--- src/rtl/pdac_pkg.sv ---
// Shared constants and types for the parallel DAC front end.
package pdac_pkg;
    localparam int CODE_W = 8;
    typedef logic [CODE_W-1:0] code_t;
endpackage

--- src/rtl/pdac_sync.sv ---
// Multi-stage synchronizer for a vector of asynchronous inputs.
// Assumes each bit is sampled on its own; the reset value is applied synchronously.
module pdac_sync #(
    parameter int W       = 1,
    parameter int STAGES  = 2,
    parameter logic RST_V = 1'b1
) (
    input  logic         clk,
    input  logic         rst_n,
    input  logic [W-1:0] d,
    output logic [W-1:0] q
);
    logic [W-1:0] stg [STAGES];

    genvar i;
    generate
        for (i = 0; i < STAGES; i++) begin : g_stage
            // Shift the input one stage further along the chain.
            always_ff @(posedge clk) begin
                if (!rst_n) stg[i] <= {W{RST_V}};
                else        stg[i] <= (i == 0) ? d : stg[(i == 0) ? 0 : i-1];
            end
        end
    endgenerate

    assign q = stg[STAGES-1];
endmodule

--- src/rtl/pdac_clr_ctl.sv ---
// Clear conditioner: asserts at once when clr_n falls, with no clock needed,
// and releases only after CLR_STAGES rising clock edges with clr_n high.
module pdac_clr_ctl #(
    parameter int CLR_STAGES = 2
) (
    input  logic clk,
    input  logic clr_n,
    output logic clr_act
);
    logic [CLR_STAGES-1:0] sh;

    // Set on the asynchronous assert; shift zeros in to release.
    always_ff @(posedge clk or negedge clr_n) begin
        if (!clr_n) sh <= '1;
        else        sh <= {sh[CLR_STAGES-2:0], 1'b0};
    end

    assign clr_act = sh[CLR_STAGES-1];
endmodule

--- src/rtl/pdac_core.sv ---
// Register core: holding register, converter register and status flags.
// Assumes all strobes are already synchronized (active low) and the data
// is delayed by the same number of stages as the strobes.
module pdac_core
    import pdac_pkg::*;
(
    input  logic  clk,
    input  logic  rst_n,
    input  logic  clr_act,
    input  logic  cs_s,
    input  logic  wr_s,
    input  logic  ldac_s,
    input  logic  pd_s,
    input  code_t din_s,
    output code_t code,
    output logic  upd_pend,
    output logic  proto_err,
    output logic  pd_ind
);
    logic  wr_act, wr_act_q, ldac_q;
    logic  wr_end, wr_start, ldac_fall, ldac_rise;
    logic  por, sync_loaded;
    code_t din_hold, hold_reg, dac_reg;

    assign wr_act    = !cs_s && !wr_s;
    assign wr_end    = wr_act_q && !wr_act;
    assign wr_start  = !wr_act_q && wr_act;
    assign ldac_fall = ldac_q && !ldac_s;
    assign ldac_rise = !ldac_q && ldac_s;

    // Remember the previous strobe levels for edge detection.
    always_ff @(posedge clk) begin
        if (!rst_n) begin
            wr_act_q <= 1'b0;
            ldac_q   <= 1'b1;
        end else begin
            wr_act_q <= wr_act;
            ldac_q   <= ldac_s;
        end
    end

    // Track the bus value during the write so the last one is kept at the end.
    always_ff @(posedge clk) begin
        if (!rst_n)      din_hold <= '0;
        else if (wr_act) din_hold <= din_s;
    end

    // Holding register and power-on transparency flag.
    always_ff @(posedge clk) begin
        if (!rst_n) begin
            hold_reg <= '0;
            por      <= 1'b1;
        end else if (pd_s && wr_end) begin
            hold_reg <= din_hold;
            por      <= 1'b0;
        end
    end

    // Converter register and pending flag; the clear overrides every load.
    always_ff @(posedge clk or posedge clr_act) begin
        if (clr_act) begin
            dac_reg  <= '0;
            upd_pend <= 1'b0;
        end else if (!rst_n) begin
            dac_reg  <= '0;
            upd_pend <= 1'b0;
        end else if (pd_s) begin
            if (wr_end) begin
                if (!ldac_s) begin
                    dac_reg  <= din_hold;
                    upd_pend <= 1'b0;
                end else begin
                    upd_pend <= 1'b1;
                end
            end else if (ldac_fall) begin
                dac_reg  <= hold_reg;
                upd_pend <= 1'b0;
            end else if (por) begin
                dac_reg  <= hold_reg;
            end
        end
    end

    // Detect a write started while the load strobe is still low after a deferred load.
    always_ff @(posedge clk) begin
        if (!rst_n) begin
            sync_loaded <= 1'b0;
            proto_err   <= 1'b0;
        end else begin
            if (pd_s && ldac_fall && upd_pend) sync_loaded <= 1'b1;
            else if (ldac_rise)                sync_loaded <= 1'b0;
            if (wr_start && sync_loaded && !ldac_s) proto_err <= 1'b1;
        end
    end

    assign code   = dac_reg;
    assign pd_ind = !pd_s;
endmodule

--- src/rtl/pdac_frontend.sv ---
// Top level of the parallel DAC front end. It synchronizes the host pins,
// conditions the clear and instantiates the register core.
// Assumes clk is much faster than the host strobes.
module pdac_frontend #(
    parameter int DATA_W      = pdac_pkg::CODE_W,
    parameter int SYNC_STAGES = 2,
    parameter int CLR_STAGES  = 2
) (
    input  logic              clk,
    input  logic              rst_n,
    input  logic              cs_n,
    input  logic              wr_n,
    input  logic              ldac_n,
    input  logic              clr_n,
    input  logic              pd_n,
    input  logic [DATA_W-1:0] din,
    output logic [DATA_W-1:0] code,
    output logic              pd_ind,
    output logic              upd_pend,
    output logic              proto_err
);
    localparam int NCTL = 4;

    logic [NCTL-1:0]   ctl_s;
    pdac_pkg::code_t   din_s;
    logic              clr_act;

    pdac_sync #(.W(NCTL), .STAGES(SYNC_STAGES), .RST_V(1'b1)) u_ctl_sync (
        .clk(clk), .rst_n(rst_n), .d({cs_n, wr_n, ldac_n, pd_n}), .q(ctl_s)
    );

    pdac_sync #(.W(DATA_W), .STAGES(SYNC_STAGES), .RST_V(1'b0)) u_dat_sync (
        .clk(clk), .rst_n(rst_n), .d(din), .q(din_s)
    );

    pdac_clr_ctl #(.CLR_STAGES(CLR_STAGES)) u_clr (
        .clk(clk), .clr_n(clr_n), .clr_act(clr_act)
    );

    pdac_core u_core (
        .clk(clk), .rst_n(rst_n), .clr_act(clr_act),
        .cs_s(ctl_s[3]), .wr_s(ctl_s[2]), .ldac_s(ctl_s[1]), .pd_s(ctl_s[0]),
        .din_s(din_s), .code(code), .upd_pend(upd_pend),
        .proto_err(proto_err), .pd_ind(pd_ind)
    );
endmodule

--- config.mk ---
export PLATFORM = sky130hd
export DESIGN_NAME = pdac_frontend
export DESIGN_NICKNAME = d
export VERILOG_FILES = /design/src/rtl/pdac_pkg.sv /design/src/rtl/pdac_sync.sv /design/src/rtl/pdac_clr_ctl.sv /design/src/rtl/pdac_core.sv /design/src/rtl/pdac_frontend.sv
export SDC_FILE = /design/constraint.sdc
export NUM_CORES = 1
export LEC_CHECK = 0
export BUFFER_PORTS_ARGS = -buffer_cell sky130_fd_sc_hd__buf_2
export CORE_MARGIN = 10
export CORE_UTILIZATION = 53
export CTS_BUF_LIST = sky130_fd_sc_hd__clkbuf_4
export CTS_CLUSTER_DIAMETER = 40
export CTS_CLUSTER_SIZE = 24
export DETAILED_ROUTE_END_ITERATION = 16
export PLACE_DENSITY = 0.77
export SLEW_MARGIN = 20
export SYNTH_ARGS = -nofsm -noshare
export SYNTH_HDL_FRONTEND = slang
export SYNTH_HIERARCHICAL = 1
export SYNTH_SLANG_ARGS = --single-unit
--- constraint.sdc ---
create_clock -name clk -period 0.8 [get_ports clk]
set_clock_uncertainty 0.15 [all_clocks]
set_input_delay 0.24 -clock clk [delete_from_list [all_inputs] [get_ports clk]]
set_output_delay 0.24 -clock clk [all_outputs]
set_load 0.02 [all_outputs]
==> impl_metrics.csv, run 1 <==
group,metric,value,unit
run_status,run_status,"complete, but fails checks",
run_status,violations,"hold timing, setup timing",
grt,antenna_found_initial,0,
routing,viasPerCell,5.194,
worst_setup_path,crit_chain,"nor2_4 -> o32ai_4 -> buf_12 -> o21ai_2 -> a31oi_1",
grt,grt_max_degree,20,
power,powerDensity,1708,nW/µm²
grt,grt.total_usage,13.26,%
routing,routed_wl,4927,µm
yosys,synthSimpleGateAreaFrac,21.56,%
run,maxCapViolCount,0,
routing,drt-met1-wl,2039,µm
worst_setup_path,critPathLaunchType,"flip-flop",
yosys,muxShareOfSynthArea,0,%
yosys,seq_area_frac_synth,60.27,%
cts,tritoncts.num_buffers,5,
worst_setup_path,cp_slowest_cell,"dfxtp_4",
cells_and_area,fin_nets,276,
worst_setup_path,required,0.96,ns
timing,finalWorstSetupSlack,-0.6666,ns
placed_design,place_congestion,0.7604,
timing,finalSetupViolations,40,
floorplan,initial_core_util,54.23,%
power,switchingPower,1143,µW
timing,fmax,0.6818,GHz
yosys,synth_top_family_by_area,"simple AND/OR/NAND/NOR gates",
yosys,synth_xor_area_share,0,%
routing,antenna_left,0,
yosys,yosys_warnings,6,
worst_setup_path,r2r-start,"u_core/ldac_q",
yosys,synthFlopType,"dfxtp_1",
cts,htreeDepth,2,
routing,dr_wl_met3,241,µm
worst_setup_path,r2r_setup_slack,-0.67,ns
cts,cts.sinks,56,
power,leakage,0.001182,µW
routing,wl_per_cell,15.89,µm
power,switching_share,23.18,%
power,vdd_drop_max,1.402,mV
cells_and_area,utilization,80.01,%
worst_hold_path,hold_path_end,"u_ctl_sync/stg[0][0]",
timing,finalWorstPathRequiredPeriod,1.467,ns
placed_design,dp_hpwl,2484,µm
worst_setup_path,path_class,"flip-flop to flip-flop",
routing,drt_first_iter_violations,130,
yosys,syn_nets,211,
worst_setup_path,r2r_end,"u_core/code[3]",
timing,period_share,183.3,%
cts,cts_tree,"yes",
yosys,netlist_top_cells_area,"dfxtp_1, dfrtp_1, nand2_1",
yosys,synth_compound_area_share,15.23,%
timing,drv_slew,0,
timing,finalHoldViolCount,12,
worst_hold_path,min_from,"pd_n",
cells_and_area,n_fill_cell,210,
power,seq_power_share,59.0,%
worst_setup_path,critical_path_buf_inv_count,1,
yosys,synthMostInstantiatedCell,"nand2_1",
yosys,ys_types,24,
routing,wl_met2,2559,µm
yosys,synthAdderAreaFrac,0,%
worst_setup_path,cp_data_arrival_time,1.63,ns
floorplan,num_io_pins,26,
yosys,ys_seq_elements,56,
worst_setup_path,path_depth,5,
routing,first_pass_iters,4,
cells_and_area,drive_gt1_share,51.53,%
cts,clock-root-buffer,"clkbuf_4",
worst_hold_path,holdPathStages,2,
yosys,synth_top_area_share,46.07,%
yosys,postSynth.asyncResetShare,19.64,%
timing,grt_setup_unrepaired,"true",
cells_and_area,largest_reg_flops,16,
power,pwr-share-comb,9.0,%
grt,grt_pass1_wl,6789,µm
cts,clk_path_buf_depth,2,
cts,clkSlewWorstSetupHoldPaths,0.16,ns
worst_setup_path,end_kind,"flip-flop",
grt,overflow,0,
yosys,synth-edff-count,0,
yosys,syn_area,1956,µm²
cells_and_area,antenna_cells,0,
power,clockPowerShare,32.0,%
yosys,syn_inst,196,
placed_design,place_ws,-0.5732,ns
placed_design,portBuffers,25,
yosys,yosysTopAreaCell,"dfxtp_1",
floorplan,dieArea,6520,µm²
grt,grt_pass1_vias,1519,
worst_setup_path,crit_family,"compound AO/OA/AOI/OAI gates",
floorplan,dieHeight,80.75,µm
cts,cts_hold_buf,1,
timing,holdWs,-0.1124,ns
worst_setup_path,rr_worst_depth,5,
worst_setup_path,crit_fanout,8,
worst_setup_path,max_stage_delay,0.43,ns
power,finalPower,4929,µW
routing,dr_total_vias,1610,
yosys,avgSynthCellArea,9.978,µm²
cts,insertion_delay,0.38,ns
floorplan,fp.dieW,80.75,µm
power,p_int,3787,µW
routing,maxUsedRoutingLayer,"met4",
routing,drcViolationCount,0,
floorplan,core,3606,µm²
floorplan,rows,22,
cells_and_area,largest_register,"u_dat_sync/stg",
yosys,synthTopCellsByCount,"nand2_1, dfxtp_1, a21boi_0",
worst_hold_path,min_path_type,"primary input to flip-flop",
cells_and_area,area_growth,47.54,%
## area by class of cell
cell class / count / area [µm²] / share of cell area [%]
Sequential cell: 56 / 1201 / 41.63
Multi-Input combinational cell: 131 / 937.1 / 32.48
Timing Repair Buffer: 64 / 588.1 / 20.38
Tap cell: 48 / 60.06 / 2.082
Clock inverter: 3 / 45.04 / 1.561
Clock buffer: 5 / 37.54 / 1.301
Inverter: 3 / 16.27 / 0.5637
## power groups by stage
| stage | sequential [µW] | clock (µW) | combinational [µW] |
|---|---|---|---|
| after floorplan | 2980 | 0 | 144 |
| after global placement | 2970 | 0 | 275 |
| after detailed placement | 2970 | 0 | 283 |
| after CTS | 2910 | 1590 | 392 |
| after global routing | 2920 | 1730 | 475 |
| final | 2910 | 1580 | 442 |
## cells by family (layout without fill, tap and decap cells)
family                 count (synthesis)  in the layout
DFF                                   56             56
AOI/OAI and AO/OA                     41             41
buffers and inverters                 10             75
other                                  1              1
and+or+nand+nor                       88             89
## cell usage in the layout (no fill, tap or decap), drive strengths merged, types with 5 or more instances in the layout
cell     n
inv      5
a31oi    9
clkbuf   6
buf     62
dfxtp   45
dfrtp    9
o21ai   12
a21boi  18
nand2b   9
and2    17
nand2   55
## what timing repair did
| item | 4_1_cts | 5_1_grt |
|---|---|---|
| gates resized for setup | 82 | 32 |
| endpoints found under the setup margin | 41 | 44 |
| pin swaps | 7 | 26 |
| cloned | 4 | 0 |
| endpoints found under the hold margin | 14 | 12 |
| setup buffers | 12 | 8 |
## worst max path at each step
| stage | start | slack, ns | to |
|---|---|---|---|
| after global routing | u_core/ldac_q | -0.72 | u_core/code[3] |
| final | u_core/ldac_q | -0.67 | u_core/code[3] |
| after CTS | u_ctl_sync/stg[1][0] | -0.63 | pd_ind |
| after global placement | u_core/ldac_q | -0.51 | u_core/code[5] |
| after floorplan | u_core/ldac_q | -0.50 | u_core/code[0] |
| after detailed placement | u_ctl_sync/stg[1][2] | -0.57 | u_core/code[4] |
## metrics by stage
step	cells	area, µm²	hold WS [ns]	TNS (ns)
floorplan	196	2003	-0.05784	-11.45
detailed placement	279	2288	0.04212	-21.46
global route	310	2885	-0.1479	-22.44
CTS	304	2734	-0.1277	-18.83
global placement	279	2288	0.03988	-20.34
finish	310	2885	-0.1124	-20.18
## per-layer routing
metal | up-vias | global-route usage, %
met5 | - | 0
met3 | 9 | 3.532
li1 | 773 | -
met2 | 49 | 22.53
met4 | 0 | 7.612
met1 | 779 | 14.69
Note: power is estimated with default switching activity, not from simulation.
==> run 2, diff against run 1 <==
--- a/config.mk
+++ b/config.mk
@@ -7,12 +7,12 @@
 export LEC_CHECK = 0
 export BUFFER_PORTS_ARGS = -buffer_cell sky130_fd_sc_hd__buf_2
 export CORE_MARGIN = 10
-export CORE_UTILIZATION = 53
+export CORE_UTILIZATION = 45
 export CTS_BUF_LIST = sky130_fd_sc_hd__clkbuf_4
 export CTS_CLUSTER_DIAMETER = 40
 export CTS_CLUSTER_SIZE = 24
 export DETAILED_ROUTE_END_ITERATION = 16
-export PLACE_DENSITY = 0.77
+export PLACE_DENSITY = 0.67
 export SLEW_MARGIN = 20
 export SYNTH_ARGS = -nofsm -noshare
 export SYNTH_HDL_FRONTEND = slang
==> impl_metrics.csv, run 2 (synthesis gave the netlist of run 1 again) <==
group,metric,value,unit
routing,viasPerCell,4.694,
floorplan,dieHeight,85.92,µm
worst_setup_path,cp_data_arrival_time,1.64,ns
worst_setup_path,end_kind,"flip-flop",
grt,grt_max_degree,21,
cts,clkSlewWorstSetupHoldPaths,0.14,ns
grt,met3_usage,4.163,%
cells_and_area,fin_cells,314,
worst_setup_path,crit_fanout,13,
worst_setup_path,required,0.95,ns
cts,insertion_delay,0.37,ns
cts,clock-root-buffer,"clkbuf_4",
cts,cts.sinks,56,
grt,met1_usage,13.42,%
worst_setup_path,critical_path_buf_inv_count,3,
power,pwr-share-comb,8.9,%
grt,grt_pass1_wl,6782,µm
power,seq_power_share,64.4,%
timing,fmax,0.6692,GHz
cts,htreeDepth,2,
power,p_int,3512,µW
cells_and_area,multiInputGateArea,909.6,µm²
placed_design,place_ws,-0.5841,ns
routing,drt_first_iter_violations,106,
cells_and_area,antenna_cells,0,
placed_design,portBuffers,25,
grt,overflow,0,
routing,antenna_left,0,
grt,grt.total_usage,11.23,%
floorplan,rows,23,
cells_and_area,largest_register,"u_dat_sync/stg",
floorplan,num_io_pins,26,
cells_and_area,fin_nets,278,
timing,drv_slew,0,
placed_design,place_congestion,0.8017,
cells_and_area,drive_gt1_share,51.52,%
worst_hold_path,min_path_type,"primary input to flip-flop",
timing,finalWorstSetupSlack,-0.6944,ns
cts,clk_path_buf_depth,2,
cells_and_area,layout_commonest_cell,"dfxtp_1",
routing,wl_per_cell,13.20,µm
worst_setup_path,path_class,"flip-flop to flip-flop",
floorplan,core,4115,µm²
placed_design,place_inst,284,
grt,antenna_found_initial,0,
routing,first_pass_iters,4,
routing,routed_wl,4145,µm
cells_and_area,area_growth,45.55,%
cts,cts_tree,"yes",
worst_setup_path,crit_family,"compound AO/OA/AOI/OAI gates",
cells_and_area,n_fill_cell,303,
cts,cts_hold_buf,1,
timing,finalHoldViolCount,12,
grt,grt_pass1_vias,1484,
power,vdd_drop_max,1.170,mV
cells_and_area,final-seq-area,1201,µm²
cells_and_area,utilization,69.17,%
power,switchingPower,1003,µW
grt,top_usage_layer,"met2",
worst_setup_path,max_stage_delay,0.38,ns
run,maxCapViolCount,0,
timing,finalWorstPathRequiredPeriod,1.494,ns
power,clockPowerShare,26.7,%
cts,tritoncts.num_buffers,5,
run_status,violations,"hold timing, setup timing",
timing,period_share,186.8,%
worst_setup_path,critPathLaunchType,"flip-flop",
cells_and_area,largest_reg_flops,16,
worst_setup_path,cp_common_cell,"buf_4",
floorplan,initial_core_util,47.52,%
timing,grt_setup_unrepaired,"true",
timing,finalSetupViolations,41,
routing,drcViolationCount,0,
floorplan,dieArea,7382,µm²
floorplan,fp.dieW,85.92,µm
power,leakage,0.001239,µW
power,powerDensity,1586,nW/µm²
grt,met2_usage,17.85,%
routing,dr_total_vias,1474,
power,finalPower,4514,µW
worst_setup_path,cp_slowest_cell,"dfxtp_4",
worst_setup_path,crit_chain,"buf_4 -> nand2b_4 -> o32ai_4 -> buf_12 -> buf_4 -> o21ai_2 -> a31oi_1",
timing,holdWs,-0.1088,ns
run_status,run_status,"complete, but fails checks",
cells_and_area,final_cell_mix,"dfxtp_1, nand2_1, buf_6, buf_4, buf_2",
power,switching_share,22.22,%
placed_design,dp_hpwl,2464,µm
run 2: cell types whose count changed in the layout (fill, tap and decap cells not counted), sizes merged:
cell	change
inv	-2
bufinv	-1
clkinv	+1
buf	+3
clkbuf	+1
run 2: path summary, 6_finish.rpt:
kind	from	endpoint	slack, ns	cells after the start
max in group asynchronous	u_clr/sh[1]	u_core/upd_pend	0.18	1
max reg2reg	u_ctl_sync/stg[1][0]	u_core/code[1]	-0.69	7
min in group asynchronous	u_clr/sh[1]	u_core/code[5]	0.06	1
max	u_ctl_sync/stg[1][0]	u_core/code[1]	-0.69	7
min reg2reg	u_clr/sh[1]	u_core/code[5]	0.06	1
min	wr_n	u_ctl_sync/stg[0][2]	-0.11	2
run 2: metal layers:
layer	wire [µm]	vias up	share of wire, %
met3	196	6	4.7
met5	0	-	0
li1	-	770	-
met2	2032	29	49
met1	1867	669	45
met4	48	0	1.2
run 2: per-stage QoR:
stage / TNS (ns) / cell area, µm²
after floorplan: -11.45 / 2003
after global placement: -20.08 / 2313
after detailed placement: -20.96 / 2313
after CTS: -19.02 / 2685
after global routing: -21.66 / 2846
final: -19.37 / 2846
run 2: power groups by stage:
| stage | clock, µW | sequential, µW | combinational (µW) |
|---|---|---|---|
| 3_5_place_dp | 0 | 2970 | 294 |
| 6_report | 1210 | 2910 | 402 |
| 4_1_cts | 1250 | 2900 | 374 |
| 5_1_grt | 1370 | 2920 | 442 |
| 2_1_floorplan | 0 | 2980 | 144 |
| 3_3_place_gp | 0 | 2970 | 289 |
run 2: repair_timing:
action	in CTS	in global routing
endpoints found under the setup margin	41	41
gates resized for setup	82	29
endpoints found under the hold margin	14	12
pin swaps	33	21
buffers inserted	12	9
gates cloned	3	0
run 2: final cells by class:
class | instances | share of cell area, %
Clock buffer | 7 | 1.846
Clock inverter | 1 | 0.1758
Inverter | 3 | 0.5714
Multi-Input combinational cell | 131 | 31.96
Sequential cell | 56 | 42.20
Tap cell | 50 | 2.198
Timing Repair Buffer | 66 | 21.05
